[src/rtl/can_fc_pkg.sv]
package can_fc_pkg;

  typedef enum logic [1:0] {
    FC_ACTIVE  = 2'b00,
    FC_PASSIVE = 2'b01,
    FC_BUSOFF  = 2'b10
  } fc_state_e;

  // transmit count step: error adds inc, success takes one, floor at zero
  function automatic int fc_tec_next(int cur, logic err, logic ok, int inc);
    int t;
    t = cur + (err ? inc : 0) - (ok ? 1 : 0);
    if (t < 0) t = 0;
    return t;
  endfunction

  // receive count step: net change applied, clamped to [0, ceil]
  function automatic int fc_rec_next(int cur, logic err, logic ok, int ceil);
    int t;
    t = cur + (err ? 1 : 0) - (ok ? 1 : 0);
    if (t < 0) t = 0;
    if (t > ceil) t = ceil;
    return t;
  endfunction

  function automatic fc_state_e fc_classify(int tec, int rec, int passive_at, int busoff_at);
    int worst;
    worst = (tec > rec) ? tec : rec;
    if (tec >= busoff_at) return FC_BUSOFF;
    if (worst >= passive_at) return FC_PASSIVE;
    return FC_ACTIVE;
  endfunction

endpackage

[src/rtl/fc_err_counters.sv]
module fc_err_counters
  import can_fc_pkg::*;
#(
  parameter int TEC_W      = 9,
  parameter int REC_W      = 8,
  parameter int TX_ERR_INC = 8,
  parameter int REC_MAX    = 255
) (
  input  logic             clk,
  input  logic             rst_n,
  input  logic             freeze,
  input  logic             clear,
  input  logic             tx_err,
  input  logic             rx_err,
  input  logic             tx_ok,
  input  logic             rx_ok,
  output logic [TEC_W-1:0] tec_q,
  output logic [REC_W-1:0] rec_q
);

  logic [TEC_W-1:0] tec_d;
  logic [REC_W-1:0] rec_d;

  always_comb begin
    tec_d = tec_q;
    rec_d = rec_q;
    if (clear) begin
      tec_d = '0;
      rec_d = '0;
    end else if (!freeze) begin
      tec_d = TEC_W'(fc_tec_next(int'(tec_q), tx_err, tx_ok, TX_ERR_INC));
      rec_d = REC_W'(fc_rec_next(int'(rec_q), rx_err, rx_ok, REC_MAX));
    end
  end

  always_ff @(posedge clk) begin
    if (!rst_n) begin
      tec_q <= '0;
      rec_q <= '0;
    end else begin
      tec_q <= tec_d;
      rec_q <= rec_d;
    end
  end

  assert_tx_err_step_R2: assert property (@(posedge clk) disable iff (!rst_n)
    (!freeze && !clear && tx_err && !tx_ok) |=> (int'(tec_q) == int'($past(tec_q)) + TX_ERR_INC));

  assert_rx_floor_R3: assert property (@(posedge clk) disable iff (!rst_n)
    (!freeze && !clear && rx_ok && !rx_err && rec_q == '0) |=> (rec_q == '0));

  assert_frozen_counts_R7: assert property (@(posedge clk) disable iff (!rst_n)
    (freeze && !clear) |=> ($stable(tec_q) && $stable(rec_q)));

endmodule

[src/rtl/fc_recovery.sv]
module fc_recovery #(
  parameter int RECOVER_RUNS = 128
) (
  input  logic clk,
  input  logic rst_n,
  input  logic in_busoff,
  input  logic run_i,
  output logic clear_o
);

  localparam int RUN_W = $clog2(RECOVER_RUNS + 1);
  localparam logic [RUN_W-1:0] LAST = RUN_W'(RECOVER_RUNS - 1);

  logic [RUN_W-1:0] run_q;

  assign clear_o = in_busoff && run_i && (run_q == LAST);

  always_ff @(posedge clk) begin
    if (!rst_n || !in_busoff) begin
      run_q <= '0;
    end else if (run_i) begin
      run_q <= clear_o ? '0 : run_q + 1'b1;
    end
  end

  assert_count_in_busoff_only_R8: assert property (@(posedge clk) disable iff (!rst_n)
    !in_busoff |=> (run_q == '0));

endmodule

[src/rtl/fc_suspend.sv]
module fc_suspend #(
  parameter int SUSPEND_BITS = 8
) (
  input  logic clk,
  input  logic rst_n,
  input  logic in_busoff,
  input  logic arm,
  input  logic ifs_end,
  input  logic bit_tick,
  output logic suspend_o
);

  localparam int CNT_W = $clog2(SUSPEND_BITS + 1);
  localparam logic [CNT_W-1:0] LAST = CNT_W'(SUSPEND_BITS - 1);

  logic             pending_q;
  logic             active_q;
  logic [CNT_W-1:0] cnt_q;
  logic             start;

  assign start     = !active_q && pending_q && ifs_end;
  assign suspend_o = active_q;

  always_ff @(posedge clk) begin
    if (!rst_n || in_busoff) begin
      pending_q <= 1'b0;
      active_q  <= 1'b0;
      cnt_q     <= '0;
    end else begin
      if (arm)        pending_q <= 1'b1;
      else if (start) pending_q <= 1'b0;

      if (active_q) begin
        if (bit_tick) begin
          if (cnt_q == LAST) begin
            active_q <= 1'b0;
            cnt_q    <= '0;
          end else begin
            cnt_q <= cnt_q + 1'b1;
          end
        end
      end else if (start) begin
        active_q <= 1'b1;
        cnt_q    <= '0;
      end
    end
  end

  assert_suspend_starts_on_ifs_R9: assert property (@(posedge clk) disable iff (!rst_n)
    $rose(suspend_o) |-> $past(ifs_end));

  assert_no_suspend_busoff_R7: assert property (@(posedge clk) disable iff (!rst_n)
    in_busoff |=> !suspend_o);

endmodule

[src/rtl/can_fault_guard.sv]
module can_fault_guard
  import can_fc_pkg::*;
#(
  parameter int PASSIVE_AT   = 128,
  parameter int BUSOFF_AT    = 256,
  parameter int TX_ERR_INC   = 8,
  parameter int RECOVER_RUNS = 128,
  parameter int SUSPEND_BITS = 8,
  localparam int TEC_W = $clog2(BUSOFF_AT + TX_ERR_INC),
  localparam int REC_W = $clog2(BUSOFF_AT)
) (
  input  logic             clk,
  input  logic             rst_n,
  input  logic             tx_err_i,
  input  logic             rx_err_i,
  input  logic             tx_ok_i,
  input  logic             rx_ok_i,
  input  logic             recessive_run_i,
  input  logic             ifs_end_i,
  input  logic             bit_tick_i,
  output logic [1:0]       state_o,
  output logic             flag_dominant_o,
  output logic             tx_en_o,
  output logic             suspend_o,
  output logic [TEC_W-1:0] tec_o,
  output logic [REC_W-1:0] rec_o
);

  localparam int REC_MAX = BUSOFF_AT - 1;

  fc_state_e        st;
  logic             in_busoff;
  logic             recover_clr;
  logic             suspend_arm;
  logic [TEC_W-1:0] tec_q;
  logic [REC_W-1:0] rec_q;

  assign st          = fc_classify(int'(tec_q), int'(rec_q), PASSIVE_AT, BUSOFF_AT);
  assign in_busoff   = (st == FC_BUSOFF);
  assign suspend_arm = tx_ok_i && (st == FC_PASSIVE);

  fc_err_counters #(
    .TEC_W(TEC_W), .REC_W(REC_W), .TX_ERR_INC(TX_ERR_INC), .REC_MAX(REC_MAX)
  ) u_counters (
    .clk(clk), .rst_n(rst_n), .freeze(in_busoff), .clear(recover_clr),
    .tx_err(tx_err_i), .rx_err(rx_err_i), .tx_ok(tx_ok_i), .rx_ok(rx_ok_i),
    .tec_q(tec_q), .rec_q(rec_q)
  );

  fc_recovery #(.RECOVER_RUNS(RECOVER_RUNS)) u_recovery (
    .clk(clk), .rst_n(rst_n), .in_busoff(in_busoff),
    .run_i(recessive_run_i), .clear_o(recover_clr)
  );

  fc_suspend #(.SUSPEND_BITS(SUSPEND_BITS)) u_suspend (
    .clk(clk), .rst_n(rst_n), .in_busoff(in_busoff), .arm(suspend_arm),
    .ifs_end(ifs_end_i), .bit_tick(bit_tick_i), .suspend_o(suspend_o)
  );

  assign state_o         = st;
  assign flag_dominant_o = (st == FC_ACTIVE);
  assign tx_en_o         = !in_busoff;
  assign tec_o           = tec_q;
  assign rec_o           = rec_q;

  assert_busoff_from_tx_only_R5: assert property (@(posedge clk) disable iff (!rst_n)
    $rose(in_busoff) |-> $past(tx_err_i));

  assert_recover_clears_R8: assert property (@(posedge clk) disable iff (!rst_n)
    $fell(in_busoff) |-> (tec_q == '0 && rec_q == '0 && $past(recessive_run_i)));

  assert_dominant_flag_low_counts_R6: assert property (@(posedge clk) disable iff (!rst_n)
    flag_dominant_o |-> (int'(tec_q) < PASSIVE_AT && int'(rec_q) < PASSIVE_AT));

  assert_leave_passive_R4: assert property (@(posedge clk) disable iff (!rst_n)
    (st == FC_PASSIVE && !tx_err_i && !rx_err_i && !tx_ok_i && !rx_ok_i) |=> (st == FC_PASSIVE));

endmodule

[config.mk]
export PLATFORM = sky130hd
export DESIGN_NAME = can_fault_guard
export DESIGN_NICKNAME = d
export VERILOG_FILES = /design/src/rtl/can_fc_pkg.sv /design/src/rtl/fc_err_counters.sv /design/src/rtl/fc_recovery.sv /design/src/rtl/fc_suspend.sv /design/src/rtl/can_fault_guard.sv
export SDC_FILE = /design/constraint.sdc
export NUM_CORES = 1
export LEC_CHECK = 0
export ABC_CLOCK_PERIOD_IN_PS = 9300
export CAP_MARGIN = 20
export CORE_MARGIN = 5
export CORE_UTILIZATION = 60
export DETAILED_ROUTE_END_ITERATION = 8
export GPL_TIMING_DRIVEN = 0
export PLACE_DENSITY = 0.86
export SETUP_SLACK_MARGIN = 0.02
export SLEW_MARGIN = 20
export SYNTH_ARGS = -nofsm -noshare
export SYNTH_HDL_FRONTEND = slang
export SYNTH_SLANG_ARGS = --single-unit
[constraint.sdc]
create_clock -name clk -period 9.3 [get_ports clk]
set_input_delay 1.86 -clock clk [delete_from_list [all_inputs] [get_ports clk]]
set_output_delay 1.86 -clock clk [all_outputs]
set_load 0.02 [all_outputs]
==> summary.md <==
| Metric | Value |
|---|---|
| IO Pins | 31 |
| Die Span Y | 72.7 um |
| CTS sink cnt | 31 |
| DP Cell Count | 364 |
| Routed via count | 2164 |
| Seq pwr share | 0.179 |
| Maximum VDD drop | 0.000239 V |
| TritonCTS clock tree | done |
| Synth unique cells | 49 |
| Synth Area per Inst | 8.23 um^2 |
| Initial antenna violation count | 0 |
| Post-synthesis cell count | 287 |
| FP Rows | 22 |
| Quantity of hold-fixing buffers added after cts | 0 |
| WL/cell | 14.6 um |
| Crit path capture type | register |
| Crit-path leading delay family | adder cells |
| Clk slew on worst S/H paths | 0.07 ns |
| DRC errors left | 0 |
| Final setup fails | 0 |
| Relative slew slack | 0.605 |
| Synth Flop Type | dfxtp_1 |
| Worst-margin pin slew | 0.588 ns |
| Layout cell share with drive strength beyond 1 | 0.0432 |
| MaxCap Viol Count | 0 |
| Int Pwr | 0.000615 W |
| Crit-path max cell delay | 0.42 ns |
| Largest net degree at the start of global routing | 11 |
| Global route overflow | 0 |
| Postcts setup bufs | 0 |
| Gpl congestion | 0.892 |
| Area grow syn2layout | 19.8% |
| Overall power | 0.00113 W |
| Top cell by count, worst path | ha_1 |
| Hold Path Class | register to register |
| Max-slew violations | 0 |
| Final hold viol count | 0 |
| Antenna cells | 0 |
| All-layer global routing usage | 0.220 |
| Critical path, cell by cell | clkdlybuf4s50_1 -> ha_1 -> inv_1 -> ha_1 -> fa_1 -> a21o_1 -> and4_1 -> o21ai_0 -> nand2b_1 -> a21oi_1 -> ha_1 -> nand2b_1 -> or2_2 -> buf_1 -> a21oi_1 -> o22ai_1 |
| Switching share of power | 0.458 |
| HPWL Detailed | 4150 um |
| Global-route wire length before repair | 9230 um |
| CP max-delay cell | clkdlybuf4s50_1 |
| H-tree Lvls | 2 |
| Synthesized flop and latch total | 31 |
| CP max FO | 8 |
| Static leakage | 1.17 nW |
| Die area | 0.00529 mm^2 |
| Area of the mapped netlist | 0.00236 mm^2 |
| Non-Filler Instances | 372 |
| Root buffer cell | clkbuf_8 |
| Async set-reset flop share out of synthesis | 0 |
| Worst skew pair latency | 0.29 ns |
| Syn_nets | 332 |
| Sum of negative setup slack | 0 ns |
| Post-synth EDFFs | 0 |
| DRT iter0 DRCs | 128 |
| Min Tclk post-route | 5.01 ns |
| Vias in the first global route | 2009 |
| Unrepaired setup endpoints after global routing | no |
| Fillers | 298 |
| Worst EP required | 9.45 ns |
| Clock Path Buffers | 2 |
| Synthesis Warnings | 0 |
| PostCTS Resize Cnt | 0 |
| Final hold slack | 0.482 ns |
| Routed Antenna Nets | 0 |
| Pwr dens | 401 mW/mm^2 |
| Outcome | complete, no violations |
| Total detailed-routing wirelength | 5450 um |
| Startpoint types | input pin |
| Width of the chip | 72.7 um |
| Clock buffer count from CTS | 5 |
| Initial Util | 0.631 |
| Peak Freq | 200 MHz |
| Register area share after synthesis | 0.263 |
| NetSw | 0.000520 W |
| Clock Power Share | 0.123 |
| Setup CP Type | input pin to register |
| Clock Skew | 0.00462 ns |
| Period utilization | 0.538 |
| Vias/cell | 5.82 |
| I/O Buffers | 29 |
| Drt first pass iters | 4 |
| Final nets | 368 |
| Combinational share of power | 0.698 |
| Core box area | 0.00374 mm^2 |
| Worst Path Buf+Inv | 3 |
| Worst path arrival time | 5.16 ns |
-- worst paths after layout --
check	startpoint	to	slack (ns)	cells past startpoint
worst max-delay path	rx_ok_i	u_counters.rec_q[0]$_SDFFE_PP0P_	4.29	16
worst min register to register	u_suspend.pending_q$_SDFFE_PP0P_	u_suspend.pending_q$_SDFFE_PP0P_	0.48	2
worst min-delay path	u_suspend.pending_q$_SDFFE_PP0P_	u_suspend.pending_q$_SDFFE_PP0P_	0.48	2
worst max register to register	u_counters.rec_q[0]$_SDFFE_PP0P_	u_counters.rec_q[0]$_SDFFE_PP0P_	5.85	16
-- placed cells by master, fill, tap and decap left out, types with 2 or more instances in the layout --
master / instances
a211oi_1: 7
mux2i_1: 3
ha_1: 34
nand2b_1: 6
a22oi_1: 2
a21o_1: 4
o21ai_1: 2
clkdlybuf4s50_1: 29
or3_1: 5
nand2_1: 17
nor2b_1: 3
nor3_1: 4
a31oi_1: 4
clkbuf_1: 2
nand3_1: 14
xor2_1: 8
fa_1: 2
o21a_1: 3
nand3b_1: 2
dfxtp_1: 31
and3_1: 3
nand4_1: 4
xnor2_1: 8
a221oi_1: 2
buf_1: 2
nor2_1: 18
buf_2: 2
a21oi_1: 23
o22ai_1: 7
o21ai_0: 9
nor3b_1: 2
clkbuf_8: 6
o211ai_1: 6
inv_1: 31
-- flip-flops by register name, summed over array words and instances (netlist names) --
name                 cells
u_counters.tec_q         9
u_suspend.pending_q      1
u_recovery.run_q         8
u_suspend.cnt_q          4
u_counters.rec_q         8
u_suspend.suspend_o      1
-- logic make-up (layout without fill, tap and decap cells) --
logic type,count (synthesis),in the layout,share of synthesized area
AOI/OAI and AO/OA,80,80,0.226
adders and majority gates,36,36,0.197
DFF,31,31,0.263
buffers and inverters,38,75,0.0615
and+or+nand+nor,82,82,0.176
muxes,4,4,0.0175
xor gates and xnor gates,16,16,0.0594
-- power groups by stage --
stage	clock network [W]	registers (W)	logic [W]
after floorplan	0	0.000231	0.000552
after global placement	0	0.000205	0.000762
after detailed placement	0	0.000206	0.000782
after CTS	0.000142	0.000203	0.000788
after global routing	0.000149	0.000209	0.000884
final	0.000139	0.000203	0.000792
-- layer usage --
layer / GRT usage / part of all wire / wire length [um] / vias to the layer above
met5: 0 / 0 / 0 / -
met2: 0.361 / 0.48 / 2630 / 45
met1: 0.287 / 0.47 / 2540 / 1002
met4: 0.0861 / 0.017 / 91 / 0
li1: - / - / - / 1110
met3: 0.0372 / 0.034 / 185 / 7
-- cell type report --
| type | count | area [um^2] | share of cell area |
|---|---|---|---|
| Sequential cell | 31 | 621 | 0.219 |
| Buffer | 6 | 25.0 | 0.00885 |
| Tap cell | 48 | 60.1 | 0.0212 |
| Inverter | 32 | 120 | 0.0425 |
| Clock inverter | 2 | 35.0 | 0.0124 |
| Timing Repair Buffer | 29 | 290 | 0.103 |
| Clock buffer | 6 | 82.6 | 0.0292 |
| Multi-Input combinational cell | 218 | 1600 | 0.564 |
-- through the flow --
| stage | area [um^2] | util | worst slack [ns] |
|---|---|---|---|
| 2_1_floorplan | 2360 | - | 4.79 |
| 3_3_place_gp | 2710 | 0.724 | 4.13 |
| 3_5_place_dp | 2710 | 0.724 | 4.08 |
| 4_1_cts | 2830 | 0.756 | 4.35 |
| 5_1_grt | 2830 | 0.756 | 4.10 |
| 6_report | 2830 | 0.756 | 4.29 |
-- cell usage after synthesis (2+ instances only) --
| cell | n | share of area |
|---|---|---|
| dfxtp_1 | 31 | 0.26 |
| nor3b_1 | 2 | 0.0064 |
| and3_1 | 3 | 0.0079 |
| nor2_1 | 18 | 0.029 |
| a21oi_1 | 23 | 0.049 |
| nand3_1 | 14 | 0.030 |
| fa_1 | 2 | 0.017 |
| nand3b_1 | 2 | 0.0064 |
| mux2i_1 | 3 | 0.013 |
| xnor2_1 | 8 | 0.030 |
| buf_1 | 2 | 0.0032 |
| nand2b_1 | 6 | 0.016 |
| a22oi_1 | 2 | 0.0064 |
| nand4_1 | 4 | 0.011 |
| ha_1 | 34 | 0.18 |
| or3_1 | 5 | 0.013 |
| o22ai_1 | 7 | 0.019 |
| nor3_1 | 4 | 0.0085 |
| nand2_1 | 17 | 0.027 |
| a221oi_1 | 2 | 0.0074 |
| o211ai_1 | 6 | 0.019 |
| buf_2 | 2 | 0.0042 |
| xor2_1 | 8 | 0.030 |
| inv_1 | 31 | 0.049 |
| a21o_1 | 4 | 0.013 |
| o21ai_0 | 9 | 0.019 |
| a31oi_1 | 4 | 0.011 |
| o21a_1 | 3 | 0.0095 |
| clkbuf_1 | 2 | 0.0032 |
| a211oi_1 | 7 | 0.022 |
| nor2b_1 | 3 | 0.0079 |
| o21ai_1 | 2 | 0.0042 |
-- worst register-to-register path, stage by stage, from the launching register on --
cell      delay (ns)
dfxtp_1         0.37
inv_1           0.09
ha_1            0.27
inv_1           0.04
ha_1            0.21
fa_1            0.41
a21o_1          0.19
and4_1          0.22
o21ai_0         0.22
nand2b_1        0.09
a21oi_1         0.16
ha_1            0.14
nand2b_1        0.07
or2_2           0.29
buf_1           0.22
a21oi_1         0.24
o22ai_1         0.11
(Power assumes the default switching activity.)
